$ cat config.mk
export PLATFORM = sky130hd
export DESIGN_NAME = alu_flags
export DESIGN_NICKNAME = d
export VERILOG_FILES = /design/src/rtl/alu_flags.sv
export SDC_FILE = /design/constraint.sdc
export NUM_CORES = 1
export LEC_CHECK = 0
export BUFFER_PORTS_ARGS = -buffer_cell sky130_fd_sc_hd__buf_2
export CORE_UTILIZATION = 57
export DETAILED_ROUTE_END_ITERATION = 6
export PLACE_DENSITY = 0.84
export SYNTH_ARGS = -nofsm -noshare
export SYNTH_HDL_FRONTEND = slang
export SYNTH_SLANG_ARGS = --single-unit
$ cat constraint.sdc
create_clock -name clk -period 2.92 [get_ports clk]
set_input_delay 0.146 -clock clk [delete_from_list [all_inputs] [get_ports clk]]
set_output_delay 0.146 -clock clk [all_outputs]
set_load 0.05 [all_outputs]
$ cat src/rtl/alu_flags.sv
module alu_flags #(
  parameter int W = 16
) (
  input  logic         clk,
  input  logic         rst_n,
  input  logic [3:0]   op,
  input  logic [W-1:0] a,
  input  logic [W-1:0] b,
  input  logic         alu_en,
  output logic [W-1:0] result,
  input  logic         int_we,
  input  logic         int_val,
  input  logic         flag_rd,
  input  logic         flag_ld,
  input  logic [2:0]   flag_in,
  output logic [W-1:0] bus_out,
  output logic         bus_oe,
  output logic         carry,
  output logic         zero,
  output logic         int_dis
);
  localparam logic [3:0] OP_ADD = 4'd0, OP_SUB = 4'd1, OP_AND = 4'd2,
                         OP_OR  = 4'd3, OP_XOR = 4'd4, OP_SHL = 4'd5,
                         OP_SHR = 4'd6, OP_ROL = 4'd7, OP_ROR = 4'd8;

  logic         rst;
  logic [W:0]   sum;
  logic         cout;
  logic         upd;

  assign rst = ~rst_n;

  always_comb begin
    sum    = '0;
    result = a;
    cout   = carry;
    upd    = 1'b1;
    case (op)
      OP_ADD: begin
        sum    = {1'b0, a} + {1'b0, b};
        result = sum[W-1:0];
        cout   = sum[W];
      end
      OP_SUB: begin
        sum    = {1'b0, a} + {1'b0, ~b} + {{W{1'b0}}, 1'b1};
        result = sum[W-1:0];
        cout   = sum[W];
      end
      OP_AND: result = a & b;
      OP_OR:  result = a | b;
      OP_XOR: result = a ^ b;
      OP_SHL: begin result = {a[W-2:0], 1'b0};   cout = a[W-1]; end
      OP_SHR: begin result = {1'b0, a[W-1:1]};   cout = a[0];   end
      OP_ROL: begin result = {a[W-2:0], a[W-1]}; cout = a[W-1]; end
      OP_ROR: begin result = {a[0], a[W-1:1]};   cout = a[0];   end
      default: upd = 1'b0;
    endcase
  end

  always_ff @(posedge clk or posedge rst) begin
    if (rst) begin
      carry   <= 1'b0;
      zero    <= 1'b0;
      int_dis <= 1'b0;
    end else if (flag_ld) begin
      carry   <= flag_in[0];
      zero    <= flag_in[1];
      int_dis <= flag_in[2];
    end else begin
      if (alu_en && upd) begin
        carry <= cout;
        zero  <= (result == '0);
      end
      if (int_we) int_dis <= int_val;
    end
  end

  assign bus_oe  = flag_rd;
  assign bus_out = flag_rd ? {{(W-3){1'b0}}, int_dis, zero, carry} : '0;
endmodule

==> metrics list <==
* Result of the run: finished with violations
* Violated checks: negative setup slack
- Of all flip-flops after synthesis, the portion carrying an async set or reset was 100%.
- Worst slack at placement: -0.396 ns
- On the critical path the largest part of the delay comes from compound AO/OA/AOI/OAI gates.
* Final setup fails: 1
* Maximum operating frequency: 337 MHz
* Final hold vios: 0
* Clock edge transition at the registers on the reported setup and hold paths: 0.04 ns
- The synthesized netlist devotes 1.72% of its cell area to XOR and XNOR gates.
* Vias in the first global route: 4629
* Avg Cell Area, Syn: 6.68 um2
- Sum of negative setup slack: -0.0481 ns
- The worst setup path is launched from an input port.
- Buffers placed on the I/O ports in this run total 68.
- Gate count of the mapped netlist: 534
* Number of DRC markers after the initial detailed-route iteration: 484
- Synth warn: 0
* WP data arrival: 3.13 ns
* Tightest Pin Transition: 0.902 ns
- Maximum fanout encountered on the critical timing path: 3
- Synthesis inferred 3 register bits.
* Half-perimeter wire length after detailed placement: 11.4 mm
* Post-route worst setup slack: -0.0481 ns
- Total power: 1.26 mW
- Static leakage power: 2.38 nW
- In the global route stage, overall resource usage came out at 43.7%.
* Critical path, cell by cell: buf_8 > inv_4 > ha_4 > inv_2 > fa_2 > nor2b_2 > o311a_1 > a2bb2oi_2 > a221o_1 > a22o_1 > o32ai_2 > o221ai_1 > or4_4 > nand2_2
* Relative slew margins: 39.7%
- Horizontal die dimension: 81.1 um
- The floorplan has 28 rows.
* Post-layout net count: 782
- Once placement finished, the instance area stood at 4660 um2.
- Number of buffers created by CTS: 3
- Of the total synthesized cell area, the portion taken by AND, OR, NAND and NOR gates is 25.5%.
- Dividing the detail-routed via count by the number of cells gives 6.63.
- Root buffer selected by CTS: sky130_fd_sc_hd__clkbuf_8
- Fraction of the mapped netlist area in compound gates: 35.2%
* Number of placed I/O pins: 82
* Detailed-route DRC error count: 0
* Via count: 5038
* Total inserted antenna cells: 0
- In this run the standard cell core region covers 5990 um2.
- Mapped Area: 3570 um2
- Number of enable-type register cells in the synthesized netlist: 0
* Pin count of the biggest net entering global routing: 25
- Crit path buffers/inverters: 3
- Wire length per cell: 19.7 um
- Worst supply voltage drop on vdd: 0.000350 V
- The clock passes through at most 2 buffers.
- Worst setup EP type: register
- Crit path max-delay cell type: sky130_fd_sc_hd__or4_4
- Synth unique cells: 75
- Across the run, the number of max-cap violations was 0.
* Vertical die dimension: 81.1 um
- Once detail routing completed, the nets flagged for antenna violations numbered 0.
* Area enclosed by the die boundary: 6580 um2
* Routed WL: 14.9 mm
- The congestion estimate from routability-driven global placement came to 1.06.
- After synthesis, the largest family of logic cells by area is compound AO/OA/AOI/OAI gates.
- Latest clock arrival within the worst-skew pair: 0.21 ns
* Final-layout fill cell count: 414
- In this run the number of H-tree levels came out at 1.
- Pwr per Cell Area: 258 nW/um2
- In this run the worst hold path is classified as in -> reg.
* Required time at the endpoint of the critical path: 3.08 ns
* Mux contribution to synthesized area: 4.67%
* Class of the most critical setup path: in -> reg
- TritonCTS built the clock tree.
- Final critical delay including setup and external delays: 2.97 ns
- Compared with the post-synthesis result, the final layout area differs by 36.7%.
- The initial antenna violation count was 0.
* Post-Synth Adder-Cell Area: 18.0%
* Setup repair after global routing missed its margin: yes
- Proportion of layout cells with a drive suffix above 1: 34.0%
* Primary FF master, synth: sky130_fd_sc_hd__dfrtp_1
- Across all hold checks on the routed design, the worst slack comes to 0.159 ns.
* Min-Delay Startpoint: flag_in[2]
- Across the routed clock network, the largest skew measured is 0 ns.
- Final instance area: 4880 um2
- On the worst path, the slowest cell contributes a delay of 0.53 ns.
* Number of search-and-repair iterations in the first detailed-routing pass: 6
* Number of clock sinks: 3
- The first global-routing pass estimated 22.1 mm of wire.
- The count of pins over their slew limit is 0.
- Share of the clock period used by the worst path after layout: 102%
* Global route total overflow: 0
- Beginning of the worst register-to-register path: zero
* Source of the critical timing path: a[0]
* Effective utilization at floorplan: 59.5%
- Sequential cells were found to cover 2.10% of the synthesized design area.
## synthesized netlist by cell type (8+ instances only)
cell,number,share of area (%)
sky130_fd_sc_hd__clkbuf_1,16,1.7
sky130_fd_sc_hd__mux2i_1,11,3.1
sky130_fd_sc_hd__nor3_1,13,1.8
sky130_fd_sc_hd__nand3_1,8,1.1
sky130_fd_sc_hd__ha_1,48,17
sky130_fd_sc_hd__o21ai_0,30,4.2
sky130_fd_sc_hd__inv_1,50,5.3
sky130_fd_sc_hd__o221ai_1,8,2.0
sky130_fd_sc_hd__a21oi_1,45,6.3
sky130_fd_sc_hd__buf_2,15,2.1
sky130_fd_sc_hd__nor2_1,48,5.1
sky130_fd_sc_hd__nand2b_1,8,1.4
sky130_fd_sc_hd__buf_4,15,3.2
sky130_fd_sc_hd__and2_1,8,1.4
sky130_fd_sc_hd__o22ai_1,8,1.4
sky130_fd_sc_hd__nand2_1,37,3.9
sky130_fd_sc_hd__nor2b_1,8,1.4
## flip-flops by register name, indices dropped and copies added (netlist names)
register / count
zero: 1
carry: 1
int_dis: 1
## cell families (layout without fill, tap and decap cells)
logic type,Yosys count,after routing
compound gates,182,182
simple gates,174,174
buf+inv,101,240
fa+ha+maj,50,50
mux,16,16
xor+xnor,7,7
flops,3,3
other cells,1,13
## repair_timing
item / in CTS / in global routing
setup buffers: 1 / 1
hold buffers: 1 / 0
cloned: 0 / 0
gates resized for setup: 19 / 19
endpoints found under the hold margin: 3 / 0
endpoints found under the setup margin: 6 / 7
pin swaps: 6 / 5
## layout make-up
cell class / count / area, um2 / share of cell area (%)
clock buffers: 4 / 45.0 / 0.924
well taps: 75 / 93.8 / 1.92
repair buffers: 185 / 1270 / 26.0
multi-input cells: 442 / 3200 / 65.6
flip-flops and latches: 3 / 75.1 / 1.54
inverters: 51 / 194 / 3.98
## through the flow
step / cells / utilization, %
finish: 760 / 81.4
global route: 760 / 81.4
CTS: 759 / 80.0
detailed placement: 753 / 77.9
global placement: 753 / 77.9
floorplan: 546 / -
## power breakdown
part           total, mW  internal (mW)  switching (mW)  leakage, nW
logic               1.08          0.424           0.657         2.32
registers         0.0498         0.0460         0.00379       0.0357
clock network      0.128         0.0937          0.0339       0.0228
total               1.26          0.564           0.695         2.38
## cell usage in the layout, fill, tap and decap left out, types with 7 or more instances in the layout
master,netlist,final
sky130_fd_sc_hd__buf_4,15,116
sky130_fd_sc_hd__ha_1,48,46
sky130_fd_sc_hd__nand3_1,8,8
sky130_fd_sc_hd__buf_2,15,61
sky130_fd_sc_hd__mux2i_1,11,10
sky130_fd_sc_hd__nor2_1,48,47
sky130_fd_sc_hd__nand2_1,37,36
sky130_fd_sc_hd__conb_1,1,13
sky130_fd_sc_hd__a21oi_1,45,45
sky130_fd_sc_hd__o22ai_1,8,8
sky130_fd_sc_hd__o21ai_0,30,29
sky130_fd_sc_hd__inv_1,50,48
sky130_fd_sc_hd__and2_1,8,8
sky130_fd_sc_hd__nor2b_1,8,7
sky130_fd_sc_hd__o221ai_1,8,8
sky130_fd_sc_hd__nand2b_1,8,8
sky130_fd_sc_hd__nor3_1,13,13
## metal layers
metal	up-vias	global-route usage (%)	wire length, um	part of all wire, %
met2	437	71.8	6590	44
met5	-	0	0	0
li1	2235	-	-	-
met4	0	23.4	902	6.0
met1	2263	54.3	5640	38
met3	103	6.85	1810	12
## worst register-to-register path, stage by stage (launching register included)
cell,delay [ns]
sky130_fd_sc_hd__dfrtp_1,0.39
sky130_fd_sc_hd__and3_1,0.15
sky130_fd_sc_hd__a21oi_1,0.20
sky130_fd_sc_hd__nand2_2,0.06
## final timing paths
check                               end  slack, ns  cells after the start
worst max-delay path               zero      -0.05                     14
worst min-delay path            int_dis       0.16                      3
worst max register to register     zero       2.00                      3
worst min register to register     zero       0.66                      3
max in group asynchronous         carry       2.53                      2
min in group asynchronous       int_dis       0.26                      2
(Power assumes the default switching activity.)
